### config.mk
export PLATFORM = sky130hd
export DESIGN_NAME = msr_restore_unit
export DESIGN_NICKNAME = d
export VERILOG_FILES = /design/src/rtl/msr_rest_pkg.sv /design/src/rtl/msr_src_select.sv /design/src/rtl/msr_field_merge.sv /design/src/rtl/msr_restore_unit.sv
export SDC_FILE = /design/constraint.sdc
export NUM_CORES = 1
export LEC_CHECK = 0
export BUFFER_PORTS_ARGS = -buffer_cell sky130_fd_sc_hd__buf_4
export CAP_MARGIN = 0
export CORE_AREA = 5 5 197 199
export CTS_BUF_LIST = sky130_fd_sc_hd__clkbuf_4
export DETAILED_ROUTE_END_ITERATION = 7
export DIE_AREA = 0 0 202 204
export GPL_TIMING_DRIVEN = 1
export PLACE_DENSITY = 0.44
export SETUP_SLACK_MARGIN = 0.02
export SLEW_MARGIN = 20
export SYNTH_ARGS = -nofsm -noshare
export SYNTH_HDL_FRONTEND = slang
export SYNTH_SLANG_ARGS = --single-unit
### constraint.sdc
create_clock -name clk -period 2.2 [get_ports clk]
set_input_delay 0.22 -clock clk [delete_from_list [all_inputs] [get_ports clk]]
set_output_delay 0.22 -clock clk [all_outputs]
set_load 0.01 [all_outputs]
### src/rtl/msr_rest_pkg.sv
package msr_rest_pkg;
    localparam int XLEN = 64;

    typedef enum logic [1:0] {
        RK_NORMAL = 2'd0,
        RK_HYPER  = 2'd1,
        RK_VECTOR = 2'd2,
        RK_NONE   = 2'd3
    } ret_kind_e;

    typedef enum logic {
        ST_IDLE  = 1'b0,
        ST_ISSUE = 1'b1
    } seq_state_e;

    // port index of architectural (big-endian) bit k
    function automatic int be(input int k);
        return XLEN - 1 - k;
    endfunction

    // guarded field, architectural bits 29..31
    localparam int TF_HI = XLEN - 1 - 29;
    localparam int TF_LO = XLEN - 1 - 31;
endpackage

### src/rtl/msr_src_select.sv
module msr_src_select
    import msr_rest_pkg::*;
(
    input  ret_kind_e         kind,
    input  logic [XLEN-1:0]   srr0,
    input  logic [XLEN-1:0]   srr1,
    input  logic [XLEN-1:0]   hsrr0,
    input  logic [XLEN-1:0]   hsrr1,
    input  logic [XLEN-1:0]   ctr,
    input  logic [XLEN-1:0]   lr,
    output logic [XLEN-1:0]   state_src,
    output logic [XLEN-1:0]   addr_src
);
    always_comb begin
        unique case (kind)
            RK_NORMAL: begin state_src = srr1;  addr_src = srr0;  end
            RK_HYPER:  begin state_src = hsrr1; addr_src = hsrr0; end
            RK_VECTOR: begin state_src = ctr;   addr_src = lr;    end
            default:   begin state_src = '0;    addr_src = '0;    end
        endcase
    end
endmodule

### src/rtl/msr_field_merge.sv
module msr_field_merge
    import msr_rest_pkg::*;
(
    input  ret_kind_e         kind,
    input  logic [XLEN-1:0]   cur,
    input  logic [XLEN-1:0]   src,
    output logic [XLEN-1:0]   nxt
);
    logic is_n, is_h, is_v, live, src49, old3;

    assign is_n  = (kind == RK_NORMAL);
    assign is_h  = (kind == RK_HYPER);
    assign is_v  = (kind == RK_VECTOR);
    assign live  = is_n | is_h | is_v;
    assign src49 = src[be(49)];
    assign old3  = cur[be(3)];

    always_comb begin
        nxt = cur;
        if (live) begin
            for (int k = 0; k < XLEN; k++) begin
                if (k == 32 || (k >= 37 && k <= 41) || k >= 60) begin
                    nxt[be(k)] = src[be(k)];
                end else if (k <= 28 && k != 3) begin
                    nxt[be(k)] = src[be(k)];
                end else if (k == 3) begin
                    nxt[be(k)] = is_h ? src[be(k)] : (is_n ? (old3 & src[be(k)]) : cur[be(k)]);
                end else if (k >= 49 && k <= 57 && k != 51) begin
                    nxt[be(k)] = src[be(k)];
                end else if (k == 51) begin
                    nxt[be(k)] = (is_h || (is_n && old3)) ? src[be(k)] : cur[be(k)];
                end else if (k == 48 || k == 58 || k == 59) begin
                    nxt[be(k)] = is_v ? src49 : (src[be(k)] | src49);
                end
            end
            if (cur[TF_HI:TF_LO] != 3'b010 || src[TF_HI:TF_LO] != 3'b000) begin
                nxt[TF_HI:TF_LO] = src[TF_HI:TF_LO];
            end
        end
    end
endmodule

### src/rtl/msr_restore_unit.sv
module msr_restore_unit
    import msr_rest_pkg::*;
#(
    parameter logic [63:0] RESET_MSR = 64'h9000_0000_0000_1001
) (
    input  logic        clk,
    input  logic        rst_n,
    input  logic        commit_i,
    input  logic [1:0]  kind_i,
    input  logic [63:0] srr0_i,
    input  logic [63:0] srr1_i,
    input  logic [63:0] hsrr0_i,
    input  logic [63:0] hsrr1_i,
    input  logic [63:0] ctr_i,
    input  logic [63:0] lr_i,
    output logic [63:0] msr_o,
    output logic [63:0] nia_o,
    output logic        nia_valid_o
);
    ret_kind_e       kind;
    seq_state_e      state_q, state_d;
    logic [XLEN-1:0] state_src, addr_src, merged;
    logic [XLEN-1:0] msr_q, nia_q;
    logic            take;

    assign kind = ret_kind_e'(kind_i);
    assign take = commit_i && (kind != RK_NONE);

    msr_src_select u_sel (
        .kind(kind), .srr0(srr0_i), .srr1(srr1_i), .hsrr0(hsrr0_i),
        .hsrr1(hsrr1_i), .ctr(ctr_i), .lr(lr_i),
        .state_src(state_src), .addr_src(addr_src)
    );

    msr_field_merge u_merge (
        .kind(kind), .cur(msr_q), .src(state_src), .nxt(merged)
    );

    // state register
    always_ff @(posedge clk) begin
        if (!rst_n) state_q <= ST_IDLE;
        else        state_q <= state_d;
    end

    always_comb begin
        unique case (state_q)
            ST_IDLE:  state_d = take ? ST_ISSUE : ST_IDLE;
            ST_ISSUE: state_d = take ? ST_ISSUE : ST_IDLE;
            default:  state_d = ST_IDLE;
        endcase
    end

    // data registers
    always_ff @(posedge clk) begin
        if (!rst_n) begin
            msr_q <= RESET_MSR;
            nia_q <= '0;
        end else if (take) begin
            msr_q <= merged;
            nia_q <= {addr_src[XLEN-1:2], 2'b00};
        end
    end

    // outputs
    always_comb begin
        msr_o       = msr_q;
        nia_o       = nia_q;
        nia_valid_o = (state_q == ST_ISSUE);
    end

    p_pulse_after_commit_r2: assert property (@(posedge clk) disable iff (!rst_n)
        take |=> nia_valid_o);
    p_quiet_hold_r2: assert property (@(posedge clk) disable iff (!rst_n)
        !commit_i |=> ($stable(msr_o) && !nia_valid_o));
    p_code3_ignored_r3: assert property (@(posedge clk) disable iff (!rst_n)
        (commit_i && kind_i == 2'd3) |=> ($stable(msr_o) && !nia_valid_o));
    p_guard_keeps_r4: assert property (@(posedge clk) disable iff (!rst_n)
        (take && msr_q[TF_HI:TF_LO] == 3'b010 && state_src[TF_HI:TF_LO] == 3'b000)
        |=> (msr_o[TF_HI:TF_LO] == 3'b010));
    p_or_fold_r5: assert property (@(posedge clk) disable iff (!rst_n)
        (take && kind != RK_VECTOR && state_src[be(49)])
        |=> (msr_o[be(48)] && msr_o[be(58)] && msr_o[be(59)]));
    p_vec_copy49_r6: assert property (@(posedge clk) disable iff (!rst_n)
        (take && kind == RK_VECTOR)
        |=> (msr_o[be(48)] == msr_o[be(49)] && msr_o[be(58)] == msr_o[be(49)]
             && msr_o[be(59)] == msr_o[be(49)]));
    p_bit3_sticky_r7: assert property (@(posedge clk) disable iff (!rst_n)
        (take && kind == RK_NORMAL && !msr_q[be(3)])
        |=> (!msr_o[be(3)] && $stable(msr_o[be(51)])));
    p_unnamed_hold_r10: assert property (@(posedge clk) disable iff (!rst_n)
        commit_i |=> ($stable(msr_o[be(33):be(36)]) && $stable(msr_o[be(42):be(47)])));
    p_addr_aligned_r11: assert property (@(posedge clk) disable iff (!rst_n)
        take |=> (nia_o[1:0] == 2'b00 && nia_o[XLEN-1:2] == $past(addr_src[XLEN-1:2])));
endmodule

# Word-level counts from Yosys, hierarchy flattened
# Cells that the tools add are included.
# Widths: inputs -> output; s select.
[word_totals]
out_inout_bits = 129
reg_bits = 117
input_bits = 389
word_cells = 35
[classes]
n_eq_ne = 4
bitwise = 6
muxes = 8
n_reduce_logical = 11
[op_table]
columns = ["operator", "n"]
rows = [
  ["$pmux 64 s3", 2],
  ["$reduce_and 3->1", 3],
  ["$mux 1", 6],
  ["$or 1x1->1", 5],
  ["$ne 3x2->1 const B", 1],
  ["$reduce_bool 3->1", 1],
  ["$eq 2x1->1 const B", 1],
  ["$eq 2x2->1 const B", 1],
  ["$logic_and 1x1->1", 2],
  ["$logic_not 2->1", 1],
  ["$logic_or 1x1->1", 2],
  ["$ne 2x2->1 const B", 1],
  ["$reduce_and 2->1", 1],
  ["$reduce_bool 2->1", 1],
  ["$and 1x1->1", 1],
]

# Depth between registers and ports, before layout
[depth]
ltp_word = 5
ltp_mapped = 7
depth_no_buf = 4

# Modules after synthesis
# Synthesis repeated with hierarchy kept, for this count alone.
[hier_totals]
cells_unflattened = 934
area_unflattened_um2 = 8743.4
[modules_own_cells]
columns = ["module", "cells_per_inst", "seq_area_each_um2", "area_each_um2", "n_inst"]
rows = [
  ["msr_restore_unit", 552, 2542.4, 5059.9, 1],
  ["msr_src_select", 299, 0.0, 2803.9, 1],
  ["msr_field_merge", 83, 0.0, 879.6, 1],
]

# Worst setup path before layout
# No wires, ideal clock.
[synth_timing]
kind = "in2reg"
from = "input kind_i[1]"
to = "register nia_q[40] (netlist: nia_o[40])"
cell_stages = 6
t_arrival_ps = 1116
setup_ps = 139
required_ps = 2061
n_path_buf = 3
slack_ps = 945
cell_sequence = "buf_6 -> buf_6 -> buf_8 -> mux2_4 -> o22ai_2 -> a21oi_2"
[synth_between]
elab_chain_cells = 2
[synth_lines]
columns = ["element", "line_no", "text"]
rows = [
  ["from (decl)", "msr_restore_unit.sv:9", "input logic [1:0] kind_i,"],
  ["$eq 2x2->1 (tied with other cells)", "msr_src_select.sv:15", "unique case (kind)"],
  ["$pmux 64 s3 / $logic_and 1x1->1 (equally long branches)", "msr_src_select.sv:15, msr_restore_unit.sv:27", ""],
  ["to (signal assigned)", "msr_restore_unit.sv:60", "nia_q <= {addr_src[XLEN-1:2], 2'b00};"],
  ["to (decl)", "msr_restore_unit.sv:23", "logic [XLEN-1:0] msr_q, nia_q;"],
]
# Parallel ways exist; a longest one is shown, timed or not.
# A chain may end at the register's enable or synchronous reset.

# Worst setup path after layout
[layout_timing]
from = "input kind_i[1]"
to = "register msr_q[48] (netlist: msr_o[48])"
[layout_between]
elab_chain_cells = 4
[layout_lines]
columns = ["element", "line_no", "text"]
rows = [
  ["$eq 2x1->1 / $logic_not 2->1 (equally long branches)", "msr_src_select.sv:15, msr_field_merge.sv:12, msr_field_merge.sv:11", ""],
  ["$or 1x1->1 (2 in a row)", "msr_field_merge.sv:14", "assign live = is_n | is_h | is_v;"],
  ["$reduce_and 2->1 (no source line)", "n/a", ""],
  ["to (signal assigned)", "msr_restore_unit.sv:59", "msr_q <= merged;"],
  ["to (decl)", "msr_restore_unit.sv:23", ""],
]
# Parallel ways exist; a longest one is shown, timed or not.

==> reports/results.tsv <==
stage	metric	value	unit
floorplanning	num rows	71	
yosys	Async SR Flop Fraction	0	%
worst_setup_path	required time worst endpoint	2.66	ns
cts	Worst-Skew Late Latency	0.56	ns
worst_setup_path	crit path buf inv count	4	
worst_setup_path	CP Launch Type	input port	
yosys	Yosys cell types	32	
worst_setup_path	crit end category	flop	
floorplanning	IO Count	518	
cts	Max clock buf depth	2	
worst_setup_path	CP max stage delay	0.57	ns
yosys	mux cell area share after synthesis	21.77	%
power_and_ir_drop	Lkg Pwr	0.005817	uW
cts	clk sink count	117	
yosys	Synth Flop Type	dfxtp_1	
yosys	FF+latch count, synth	117	
yosys	Synth Instances	685	
sta	Final min period	2.083	ns
run	max_cap viols	0	
worst_setup_path	Worst path slowest cell	dlygate4sd3_1	
sta	final setup skew	0.01158	ns
floorplanning	die width	202	um
placed_design	HPWL Detailed	22490	um
placed_design	Place WS	0.5193	ns
status	status	finished, final reports clean	
routing	total number of vias	7804	
worst_setup_path	crit path max fanout	29	
power_and_ir_drop	VDD IR-drop max	0.0002380	V
worst_setup_path	Worst EP arrival	2.54	ns
floorplanning	Core Area	37040	um^2
routing	Total Wirelength	30980	um
yosys	number of synthesized flops with an enable pin	0	
finish	Syn-to-layout area delta	95.03	%
power_and_ir_drop	combinational share of power	34.5	%
sta	maximum clock frequency	480.2	MHz
sta	Least-Margin Pin Slew	0.5938	ns
yosys	Warnings, synthesis	0	
sta	Fin. Hold Viols	0	
routing	TritonRoute pass-1 iters	4	
routing	Routed Antenna Nets	0	
cts	CTS H-Tree Depth	4	
finish	Layout Nets	1710	
global_routing	initial antenna violation count	1	
floorplanning	Starting Density	17.79	%
sta	final hold slack	0.1148	ns
worst_hold_path	worst min-delay path class	input port to flop	
routing	WL per Instance	17.13	um
power_and_ir_drop	pwr/cell area	486.3	nW/um^2
yosys	largest family of logic cells by synthesized area	compound AO/OA/AOI/OAI gates	
routing	DRC errors left	0	
cts	Inserted Clock Buffers	17	
worst_setup_path	cell family with most CP delay	buffers and inverters	
power_and_ir_drop	sw frac	29.45	%
yosys	Post-Synth Simple-Gate Area	1.614	%
yosys	xor-xnor portion of the synthesized cell area	0	%
finish	post-layout util	34.70	%
floorplanning	die height	204	um
global_routing	largest net degree at the start of global routing	67	
worst_setup_path	Setup Crit Path Kind	input port to flop	
cts	Clock transition at path regs	0.11	ns
routing	Via density	4.314	
sta	TNS Setup	0	ns
routing	1st-iter DRT viols	217	
cts	post_cts resized	0	
yosys	area share of fa/ha/maj cells after synthesis	0	%
power_and_ir_drop	sequential group share of total power	38.0	%
yosys	compound-cell area share of the yosys netlist	32.99	%
global_routing	all-layer global routing usage	14.47	%
finish	share of cells above drive strength 1	50.97	%
sta	Tcrit/Tclk final	94.67	%
placed_design	port bufs	465	
cts	TritonCTS clock tree	built	
finish	commonest non-fill, non-tap cell in the layout	buf_4	
worst_setup_path	CP cell instances	buf_6, buf_4, mux2_2, o22ai_1, dlygate4sd3_1, a21oi_1, dlygate4sd3_1	
floorplanning	die area	41210	um^2
global_routing	total congestion overflow	0	
yosys	syn avg cell area	9.622	um^2
yosys	synthesized area	6591	um^2
power_and_ir_drop	Pint	4410	uW
sta	Final WS setup	0.1174	ns
sta	# setup viols final	0	
sta	Slew headroom	60.41	%
yosys	sequential area share after synthesis	35.54	%
cts	Clock Tree Root	clkbuf_4	
global_routing	vias in the first global route	8480	
sta	RSZ-0062 raised after global routing	false	
power_and_ir_drop	clock power share	27.5	%
power_and_ir_drop	P_sw	1841	uW
placed_design	Placer Congestion	0.7818	
worst_setup_path	Crit path top cell by count	dlygate4sd3_1	
global_routing	global-route wire length before repair	47000	um
sta	Slew Viols, Final	0	
finish	commonest non-fill, non-tap cells in the layout	478 x buf_4, 205 x dlygate4sd3_1, 117 x dfxtp_1	
-- sequential cells by signal, summed over array words and instances, names as in the netlist --
register,flops
msr_o,54
nia_valid_o,1
nia_o,62
-- power groups by stage --
stage	registers, uW	clock network (uW)	logic (uW)
floorplan	2500	0	756
global placement	2420	0	1810
detailed placement	2420	0	1820
CTS	2380	1850	2180
global route	2400	1930	2330
finish	2370	1720	2150
-- cell usage after synthesis, drive strengths merged, types with 2 or more instances --
cell	count	area share [%]
mux2	107	21
o221ai	2	0.36
a31oi	3	0.28
mux2i	8	1.2
nand2	5	0.28
buf	61	6.4
nor3b	2	0.23
o22ai	107	14
dfxtp	117	36
a21oi	114	9.2
o21ai	109	8.3
a21boi	5	0.63
inv	2	0.11
clkbuf	26	1.5
nand2b	3	0.28
nor2	8	0.46
-- cell families after synthesis --
| group | count (synthesis) |
|---|---|
| compound gates | 342 |
| flops | 117 |
| mux | 115 |
| buf+inv | 89 |
| simple gates | 21 |
| other cells | 1 |
-- area by class of cell --
type,instances,area (um^2)
Inverter,2,7.507
Clock buffer,19,142.6
Tap cell,474,593.1
Antenna cell,1,2.502
Clock inverter,13,158.9
Sequential cell,117,2342
Fill cell,3810,24190
Timing Repair Buffer,693,5832
Multi-Input combinational cell,490,3776
-- routing by layer --
layer  GRT usage [%]  wire [um]  vias to the layer above
met5               0          0                        -
met4           5.566        855                        0
met3           4.554       2314                       37
met2           25.94      15630                      310
met1           16.01      12190                     3620
li1                -          -                     3837
-- tightest hold or removal path: stages --
cell     delay, ns
buf_4         0.07
mux2_2        0.13
o22ai_1       0.07
a21oi_1       0.14
-- through the flow --
step	area, um^2	power [uW]	std cells
floorplan	6633	3251	696
global placement	10500	4230	1571
detailed placement	10500	4237	1571
CTS	12850	6403	1808
global route	12850	6658	1809
finish	12850	6251	1809
-- worst paths after layout --
kind	slack, ns	cells after the start	start	to
max reg2reg	0.95	3	msr_o[54]	msr_o[54]
max	0.12	7	kind_i[1]	msr_o[48]
min reg2reg	0.47	2	msr_o[14]	msr_o[14]
min	0.11	4	lr_i[2]	nia_o[2]
-- repair_timing --
item | in CTS | in global routing
endpoints found under the hold margin | 114 | 0
buffers inserted | 0 | 0
hold buffers | 205 | 0
No activity file was read; power rests on OpenSTA's default activity.
